--- src/rtl/fbr_pkg.sv ---
package fbr_pkg;

  typedef enum logic [2:0] {
    ST_IDLE,
    ST_REQ,
    ST_STAT,
    ST_FETCH,
    ST_LEN,
    ST_DATA,
    ST_CONT
  } fbr_state_e;

  // states that begin by handing a command to the frame sequencer
  function automatic logic is_cmd_state(fbr_state_e s);
    return (s == ST_REQ) || (s == ST_FETCH) || (s == ST_CONT);
  endfunction

  // remaining-bytes countdown step
  function automatic logic [7:0] blk_step(logic [7:0] r);
    return (r == 8'd0) ? 8'd0 : r - 8'd1;
  endfunction

  // delivered-byte counter step
  function automatic logic [31:0] tally_step(logic [31:0] c, logic clr, logic inc);
    if (clr) return 32'd0;
    return inc ? c + 32'd1 : c;
  endfunction

endpackage

--- src/rtl/fbr_seq.sv ---
module fbr_seq
  import fbr_pkg::*;
#(
  parameter int             BYTE_W = 8,
  parameter logic [BYTE_W-1:0] ST_OK  = 8'h14,
  parameter logic [BYTE_W-1:0] ST_RDY = 8'h1D
) (
  input  logic              clk,
  input  logic              rst_n,
  input  logic              start,
  input  logic              cmd_done,
  input  logic              rx_valid,
  input  logic [BYTE_W-1:0] rx_byte,
  input  logic              blk_last,
  output fbr_state_e        state,
  output fbr_state_e        nxt,
  output logic              evt_accept,
  output logic              evt_issue,
  output logic              evt_ok,
  output logic              evt_bad,
  output logic              evt_len_nz,
  output logic              evt_data
);

  always_comb begin
    nxt        = state;
    evt_accept = 1'b0;
    evt_ok     = 1'b0;
    evt_bad    = 1'b0;
    evt_len_nz = 1'b0;
    evt_data   = 1'b0;
    case (state)
      ST_IDLE: if (start) begin
        nxt        = ST_REQ;
        evt_accept = 1'b1;
      end
      ST_REQ:   if (cmd_done) nxt = ST_STAT;
      ST_FETCH: if (cmd_done) nxt = ST_LEN;
      ST_CONT:  if (cmd_done) nxt = ST_STAT;
      ST_STAT: if (rx_valid) begin
        if (rx_byte == ST_RDY) nxt = ST_FETCH;
        else if (rx_byte == ST_OK) begin
          nxt    = ST_IDLE;
          evt_ok = 1'b1;
        end else begin
          nxt     = ST_IDLE;
          evt_bad = 1'b1;
        end
      end
      ST_LEN: if (rx_valid) begin
        if (rx_byte == '0) nxt = ST_CONT;
        else begin
          nxt        = ST_DATA;
          evt_len_nz = 1'b1;
        end
      end
      ST_DATA: if (rx_valid) begin
        evt_data = 1'b1;
        if (blk_last) nxt = ST_CONT;
      end
      default: nxt = ST_IDLE;
    endcase
    evt_issue = is_cmd_state(nxt) && (nxt != state);
  end

  always_ff @(posedge clk) begin
    if (!rst_n) state <= ST_IDLE;
    else        state <= nxt;
  end

  assert_single_end_R9: assert property (@(posedge clk) disable iff (!rst_n)
    !(evt_ok && evt_bad));

  // while a command is outstanding, received bytes move nothing
  assert_cmd_wait_R12: assert property (@(posedge clk) disable iff (!rst_n)
    (is_cmd_state(state) && !cmd_done) |=> $stable(state));

endmodule

--- src/rtl/fbr_blk_cnt.sv ---
module fbr_blk_cnt
  import fbr_pkg::*;
#(
  parameter int BYTE_W = 8
) (
  input  logic              clk,
  input  logic              rst_n,
  input  logic              load,
  input  logic [BYTE_W-1:0] len,
  input  logic              step,
  output logic              last
);

  logic [7:0] remaining;

  always_ff @(posedge clk) begin
    if (!rst_n)    remaining <= '0;
    else if (load) remaining <= 8'(len);
    else if (step) remaining <= blk_step(remaining);
  end

  assign last = (remaining == 8'd1);

  assert_no_underflow_R5: assert property (@(posedge clk) disable iff (!rst_n)
    step |-> (remaining != 8'd0));

endmodule

--- src/rtl/fbr_tally.sv ---
module fbr_tally
  import fbr_pkg::*;
#(
  parameter int CNT_W = 24
) (
  input  logic             clk,
  input  logic             rst_n,
  input  logic             clr,
  input  logic             inc,
  output logic [CNT_W-1:0] count
);

  always_ff @(posedge clk) begin
    if (!rst_n) count <= '0;
    else        count <= CNT_W'(tally_step(32'(count), clr, inc));
  end

  assert_count_clear_R10: assert property (@(posedge clk) disable iff (!rst_n)
    clr |=> (count == '0));

  assert_count_step_R10: assert property (@(posedge clk) disable iff (!rst_n)
    (inc && !clr) |=> (count == $past(count) + 1'b1));

endmodule

--- src/rtl/fbr_byte_reader.sv ---
module fbr_byte_reader
  import fbr_pkg::*;
#(
  parameter int         CNT_W    = 24,
  parameter int         REQ_W    = 16,
  parameter logic [7:0] OP_READ  = 8'h3A,
  parameter logic [7:0] OP_FETCH = 8'h27,
  parameter logic [7:0] OP_CONT  = 8'h3B,
  parameter logic [7:0] ST_OK    = 8'h14,
  parameter logic [7:0] ST_RDY   = 8'h1D
) (
  input  logic             clk,
  input  logic             rst_n,
  input  logic             start,
  input  logic [REQ_W-1:0] req_len,
  output logic             cmd_go,
  output logic [7:0]       cmd_op,
  output logic [1:0]       cmd_nargs,
  output logic [REQ_W-1:0] cmd_arg,
  input  logic             cmd_done,
  input  logic             rx_valid,
  input  logic [7:0]       rx_byte,
  output logic             out_valid,
  output logic [7:0]       out_byte,
  output logic [CNT_W-1:0] byte_count,
  output logic             busy,
  output logic             done,
  output logic             error,
  output logic [7:0]       err_code
);

  localparam int BYTE_W = 8;

  fbr_state_e state, nxt;
  logic evt_accept, evt_issue, evt_ok, evt_bad, evt_len_nz, evt_data;
  logic blk_last;
  logic [7:0] op_sel;

  fbr_seq #(.BYTE_W(BYTE_W), .ST_OK(ST_OK), .ST_RDY(ST_RDY)) u_seq (
    .clk(clk), .rst_n(rst_n), .start(start), .cmd_done(cmd_done),
    .rx_valid(rx_valid), .rx_byte(rx_byte), .blk_last(blk_last),
    .state(state), .nxt(nxt), .evt_accept(evt_accept), .evt_issue(evt_issue),
    .evt_ok(evt_ok), .evt_bad(evt_bad), .evt_len_nz(evt_len_nz), .evt_data(evt_data)
  );

  fbr_blk_cnt #(.BYTE_W(BYTE_W)) u_blk (
    .clk(clk), .rst_n(rst_n), .load(evt_len_nz), .len(rx_byte),
    .step(evt_data), .last(blk_last)
  );

  fbr_tally #(.CNT_W(CNT_W)) u_tally (
    .clk(clk), .rst_n(rst_n), .clr(evt_accept), .inc(evt_data), .count(byte_count)
  );

  always_comb begin
    case (nxt)
      ST_REQ:   op_sel = OP_READ;
      ST_FETCH: op_sel = OP_FETCH;
      default:  op_sel = OP_CONT;
    endcase
  end

  always_ff @(posedge clk) begin
    if (!rst_n) begin
      cmd_go    <= 1'b0;
      cmd_op    <= '0;
      cmd_nargs <= '0;
      cmd_arg   <= '0;
      out_valid <= 1'b0;
      out_byte  <= '0;
      done      <= 1'b0;
      error     <= 1'b0;
      err_code  <= '0;
    end else begin
      cmd_go    <= evt_issue;
      out_valid <= evt_data;
      done      <= evt_ok;
      error     <= evt_bad;
      if (evt_issue) begin
        cmd_op    <= op_sel;
        cmd_nargs <= (nxt == ST_REQ) ? 2'd2 : 2'd0;
        cmd_arg   <= (nxt == ST_REQ) ? req_len : '0;
      end
      if (evt_data) out_byte <= rx_byte;
      if (evt_bad)  err_code <= rx_byte;
    end
  end

  assign busy = (state != ST_IDLE);

  assert_go_pulse_R3: assert property (@(posedge clk) disable iff (!rst_n)
    cmd_go |=> !cmd_go);

  assert_start_cmd_R2: assert property (@(posedge clk) disable iff (!rst_n)
    $rose(busy) |-> (cmd_go && cmd_op == OP_READ && cmd_nargs == 2'd2));

  assert_rdy_fetch_R4: assert property (@(posedge clk) disable iff (!rst_n)
    (state == ST_STAT && rx_valid && rx_byte == ST_RDY) |=> (cmd_go && cmd_op == OP_FETCH));

  assert_out_src_R5: assert property (@(posedge clk) disable iff (!rst_n)
    out_valid |-> $past(rx_valid));

  assert_end_idle_R8: assert property (@(posedge clk) disable iff (!rst_n)
    (done || error) |-> (!busy && !(done && error)));

  assert_busy_start_R11: assert property (@(posedge clk) disable iff (!rst_n)
    (busy && start && !cmd_done && !rx_valid) |=> busy);

endmodule

--- config.mk ---
export PLATFORM = sky130hd
export DESIGN_NAME = fbr_byte_reader
export DESIGN_NICKNAME = d
export VERILOG_FILES = /design/src/rtl/fbr_pkg.sv /design/src/rtl/fbr_seq.sv /design/src/rtl/fbr_blk_cnt.sv /design/src/rtl/fbr_tally.sv /design/src/rtl/fbr_byte_reader.sv
export SDC_FILE = /design/constraint.sdc
export NUM_CORES = 1
export LEC_CHECK = 0
export ABC_AREA = 1
export BUFFER_PORTS_ARGS = -buffer_cell sky130_fd_sc_hd__buf_2
export CAP_MARGIN = 20
export CELL_PAD_IN_SITES_DETAIL_PLACEMENT = 1
export CELL_PAD_IN_SITES_GLOBAL_PLACEMENT = 2
export CORE_MARGIN = 10
export CORE_UTILIZATION = 28
export CTS_CLUSTER_DIAMETER = 50
export DETAILED_ROUTE_END_ITERATION = 16
export GPL_ROUTABILITY_DRIVEN = 0
export PLACE_DENSITY = 0.88
export SYNTH_ARGS = -nofsm -noshare
export SYNTH_HDL_FRONTEND = slang
export SYNTH_SLANG_ARGS = --single-unit
--- constraint.sdc ---
create_clock -name clk -period 1.9 [get_ports clk]
set_input_delay 0.285 -clock clk [delete_from_list [all_inputs] [get_ports clk]]
set_output_delay 0.285 -clock clk [all_outputs]
set_load 0.1 [all_outputs]
* Yosys cells after proc, flatten, opt, wreduce, memory -nomap -nowiden
Cells that the tools add are included.
** Cells by class
- Divide/modulo/power cells :: 0
- Reduce and logical (&&, ||, !) cells :: 11
- Magnitude comparators :: 0
- Bitwise operators :: 3
- Add/sub/neg operators :: 2
- Multiply operators :: 0
- Shift operators :: 0
- Mux-type cells :: 33
- Eq/ne operators :: 13
** Operators with widths (count)
- 24-bit 2-to-1 mux :: 3
- 24-bit by 1-bit adder with 24-bit output (second input constant) :: 1
- 8-bit 2-to-1 mux :: 3
- 3-bit 2-to-1 mux :: 7
- 3-bit case mux with 6 select lines :: 1
- 8-bit by 5-bit == test with 1-bit output (second input constant) :: 2
- 8-bit zero test :: 2
- 16-bit 2-to-1 mux :: 1
- 1-bit 2-to-1 mux :: 14
- 3-bit == test (second input constant) :: 4
- 5-bit case mux with 2 select lines :: 1
- 3-bit by 2-bit == test with 1-bit output (second input constant) :: 3
- 8-bit by 1-bit == test with 1-bit output (second input constant) :: 1
- 8-bit by 1-bit subtractor with 8-bit output (second input constant) :: 1
- 3-bit by 1-bit == test with 1-bit output (second input constant) :: 2
- 2-bit 2-to-1 mux :: 3
- 2-bit nonzero test :: 2
- 4-bit OR reduction :: 1
- 3-bit zero test :: 1
- 3-bit inequality test :: 1
- 1-bit NOT :: 3
- 3-bit nonzero test :: 1
- 1-bit logical OR :: 2
- 2-bit OR reduction :: 1
- 1-bit logical AND :: 1
** Word-level totals
- Bits in latches :: 0
- Memories :: 0
- Input port bits :: 29
- Logic and storage cells :: 74
- RAM bits :: 0
- Flip-flop bits (word level) :: 81
- Bits in read-only memories :: 0
- Output and inout bits :: 71

* Logic depth before layout (Yosys ltp)
- Depth in word-level cells :: 8
- Depth in mapped cells :: 14
- Depth with buffers taken out :: 14

* Modules after synthesis
From an unflattened synthesis, not the netlist that was laid out.
** Unflattened totals
- Cell total of the unflattened synthesis :: 554
- Area, all modules :: 3784.9 µm²
** By module, submodules not included
- fbr_byte_reader :: area each 1470.2 µm², cells each 180, times used 1, sequential area each 820.8 µm²
- fbr_tally :: area each 1348.8 µm², cells each 209, times used 1, sequential area each 480.5 µm²
- fbr_blk_cnt :: area each 525.5 µm², cells each 76, times used 1, sequential area each 160.2 µm²
- fbr_seq :: area each 440.4 µm², cells each 89, times used 1, sequential area each 60.1 µm²

* Worst setup path before layout
OpenSTA, ideal clock, no wires.
- Path type :: register to register
- Start :: register u_tally.count[0]
- End :: register u_tally.count[22]
- Data required time :: 1790 ps
- Period minus slack after synthesis :: 2460 ps
- Setup time :: 110 ps
- Setup slack :: -560 ps
- Path buffers :: 0
- Arrival time :: 2350 ps
- Stages on the path, launching flop included :: 13
- Path through :: dfxtp_1 > ha_1 > nand3_4 > nor2_4 > nand2_2 > nor2_4 > nand2_4 > nor2_4 > nand3_2 > nor2_1 > nand2_1 > nand2_1 > nor2_1
** On the way
- Longest elaborated chain between the ends :: 3
** Ends and longest elaborated chain
- start: declaration :: line fbr_tally.sv:10 : output logic [CNT_W-1:0] count
- start signal: assignment :: line fbr_tally.sv:15 : else count <= CNT_W'(tally_step(32'(count), clr, inc));
- 24-bit by 1-bit adder with 24-bit output :: line fbr_pkg.sv:26 : return inc ? c + 32'd1 : c;
- 24-bit 2-to-1 mux (2 in series) :: line fbr_pkg.sv:26
Every way passes these cells. The select of a mux whose other input is x is not followed.
A chain may end at the register's enable or synchronous reset.

* Worst setup path in the final report
- Start :: register u_seq.state[1]
- End :: register u_tally.count[22]
** On the way
- Longest elaborated chain between the ends :: 5
- Elaborated cells between the ends (all ways) :: 8
- Classes of those cells :: eq/ne (1); mux (5); reduce/logical (2)
** Ends and longest elaborated chain
- start: declaration :: line fbr_seq.sv:15 : output fbr_state_e state,
- start signal: assignment :: line fbr_seq.sv:68 : else state <= nxt;
- 3-bit zero test :: line fbr_seq.sv:32 : case (state)
- 1-bit 2-to-1 mux :: line fbr_seq.sv:32
- 1-bit 2-to-1 mux :: line fbr_pkg.sv:25 : if (clr) return 32'd0;
- 1-bit 2-to-1 mux :: line fbr_tally.sv:14 : if (!rst_n) count <= '0;
- 24-bit 2-to-1 mux or 2-bit nonzero test (tied branches)
Several ways; a longest one is shown, not always the timed one. The select of a mux whose other input is x is not followed.

==> reports/results.ini <==
[logic_synthesis]
ys_types=38
ys_warn_count=0
seq_area_frac_synth_pct=44.5
ys_ff_latch=76
synth-edff-count=0
avgSynthCellArea_um2=7.25
synth_ff_type=dfxtp_1
synth.area.top_cells=dfxtp_1 45%, nand2_1 12%, a21oi_1 8.5%, inv_1 6.5%, nor2_1 4.9%
ys_top_cells_by_count=108 x nand2_1, 76 x dfxtp_1, 59 x inv_1
synth_top_cell_by_area=dfxtp_1
async_flop_share_pct=0
synth_top_area_share_pct=44.5
syn_inst=471
netlist_area_um2=3420
synth_most_common_cell=nand2_1

[sta]
fmax_mhz=550
hold_violations=0
period_minus_slack_ps=1820
drv_slew=0
tns_ps=0
fin_crit_sh_pct=95.7
fin_skew_ps=6.95
setup_violations=0
rsz0062_at_grt=yes

[power_and_ir_drop]
power_frac_seq_pct=40.2
powerDensity_nw_per_um2=883
p_switching_mw=1.32
ir_drop_v=0.000340
pwr-share-comb_pct=18.5
p_clk_share_pct=41.4
intPower_mw=2.83
power.leakage_nw=2.23
netSwitchingFraction_pct=31.8

[finish]
register_area_um2=1560
antenna_cells=0
drive_above_1_share_pct=32.4
post-route-util_pct=39.3
final_cells=752
fin_nets=633
fillCellCount=1494
multi_input_area_um2=1630
area_growth_pct=37.6

[cts]
cts_root_buf=clkbuf_16
cts.htree.levels=3
clk_latency_ps=350
clock_sinks=76
clkTransAtPathRegs_ps=60
cts_tree=yes
cts_buffers=9
cts_buffer_depth=2
hold_buffers=0

[min_path]
hold_depth=3
min-delay-start=req_len[15]
min_to=cmd_arg[15]
holdCritPathClass=in2reg

[critical_path]
path_max_fanout=7
cpMaxStageDelayCell=dfxtp_4
cp_data_required_time_ps=2150
cp-end-kind=flop
cp.buffers_inverters=1
reg2reg_depth=14
cpPeakStageDelay_ps=370
critPathLaunchType=flop
r2r_slack_ps=80
reg2reg_to=u_tally.count[22]
crit_arrival_ps=2070
worst-setup-path-type=reg2reg
rr_startpoint=u_seq.state[1]
worstPathCellList=inv_4, nand2_4, nor2_4, nand3_4, nor2_4, nand2_2, nor2_4, nand2_4, nor2_4, nand3_4, nor2_1, nand2_1, nand2_1, nor2_1
path_common_cell=nor2_4
cp_top_family=simple AND/OR/NAND/NOR gates

[die]
die_y_um=130
die_w_um=130
rows=40
design.core.area_um2=12000
die_area_um2=17000
start_util_pct=28.6
boundaryPins=100

[detailed_routing]
drt_iter0_markers=106
dr_total_vias=3568
postRouteAntennaNets=0
route.detailed.drc=0
wl_um=11700
avgViaCountPerCell=4.74
drt-wirelength-per-cell_um=15.6
first_pass_iters=4

[grt]
grt_usage_pct=13.7
grt_pass1_vias=3728
grt_max_degree=23
grt_first_pass_wirelength_um=18500
globalRouteOverflowTotal=0
antenna_found_initial=0

[placement]
io_buffers=96
place.detailed.hpwl_um=8990
place_inst=723

[flow_run]
drv_cap=0

[run_status]
outcome=finished, final reports clean

-- power by group through the flow --
stage | Sequential, mW | Combinational (mW) | Clock [mW]
finish | 1.67 | 0.767 | 1.72
detailed placement | 1.70 | 0.744 | 0
global route | 1.67 | 0.810 | 1.83
floorplan | 2.00 | 0.272 | 0
CTS | 1.67 | 0.745 | 1.77
global placement | 1.70 | 0.735 | 0
-- timing repair --
| action | 4_1_cts | 5_1_grt |
|---|---|---|
| buffers inserted | 0 | 12 |
| cloned | 0 | 1 |
| gates resized for setup | 2 | 20 |
| endpoints found under the setup margin | 1 | 34 |
| pin swaps | 1 | 7 |
-- final cells by class --
type | instances | share of cell area [%]
Multi-Input combinational cell | 319 | 34.6
Inverter | 61 | 4.92
Tap cell | 147 | 3.91
Sequential cell | 76 | 33.2
Clock buffer | 13 | 5.99
Clock inverter | 3 | 0.346
Timing Repair Buffer | 133 | 17.0
-- flip-flops by register name (all words and copies together), names as in the netlist --
name and count:
u_seq.state 3, cmd_arg 16, error 1, out_byte 8, u_blk.remaining 8, err_code 8
cmd_op 4, done 1, cmd_nargs 1, u_tally.count 24, cmd_go 1, out_valid 1
-- tightest hold or removal path: stages --
cell and delay (ps):
buf_2 90, nand2_1 50, a21oi_1 60
-- worst max path at each step --
stage | start | endpoint | depth (start not counted)
2_1_floorplan | u_tally.count[6] | u_tally.count[22] | 13
6_report | u_seq.state[1] | u_tally.count[22] | 14
4_1_cts | u_seq.state[1] | u_tally.count[22] | 14
3_5_place_dp | u_seq.state[2] | u_tally.count[22] | 13
3_3_place_gp | u_seq.state[1] | u_tally.count[22] | 14
5_1_grt | u_seq.state[1] | u_tally.count[22] | 14
-- layout by cell type (no fill, tap or decap), drive strengths merged --
master   instances
a211oi           1
a21oi           58
a221oi           3
a2bb2oi          1
a31oi            1
buf            132
clkbuf          14
clkinv           3
conb             3
dfxtp           76
ha               4
inv             61
nand2          112
nand3           24
nand4            8
nor2            52
nor3             6
nor3b            1
nor4             2
o211ai           2
o21a             2
o21ai           29
o21bai           1
o221ai           3
o22ai            1
o31ai            1
xnor2            1
xor2             3
-- stage by stage --
stage | instance area (um^2) | power [mW] | hold WS (ps) | setup slack [ps]
after floorplan | 3450 | 2.27 | 420 | -32.4
after global placement | 4220 | 2.43 | 440 | 74.7
after detailed placement | 4220 | 2.45 | 447 | 3.11
after CTS | 4520 | 4.18 | 182 | 7.09
after global routing | 4700 | 4.31 | 193 | -40.7
final | 4700 | 4.15 | 190 | 82.1
-- kinds of logic (layout without fill, tap and decap cells) --
kind of cell               Yosys count  after routing  synth area share (%)
and+or+nand+nor                    205            205                  26.7
AOI/OAI and AO/OA                  103            103                  16.6
buffers and inverters               78            210                  9.63
xor gates and xnor gates             4              4                  1.03
adders and majority gates            4              4                  1.47
other                                1              3                 0.110
DFF                                 76             76                  44.5
-- layer usage --
layer	GRT usage, %	routed length [um]	vias to the layer above
li1	-	-	1779
met1	15.7	5080	1720
met2	24.1	6060	54
met3	3.14	378	15
met4	5.30	201	0
met5	0	0	-
No activity file was read; power rests on OpenSTA's default activity.
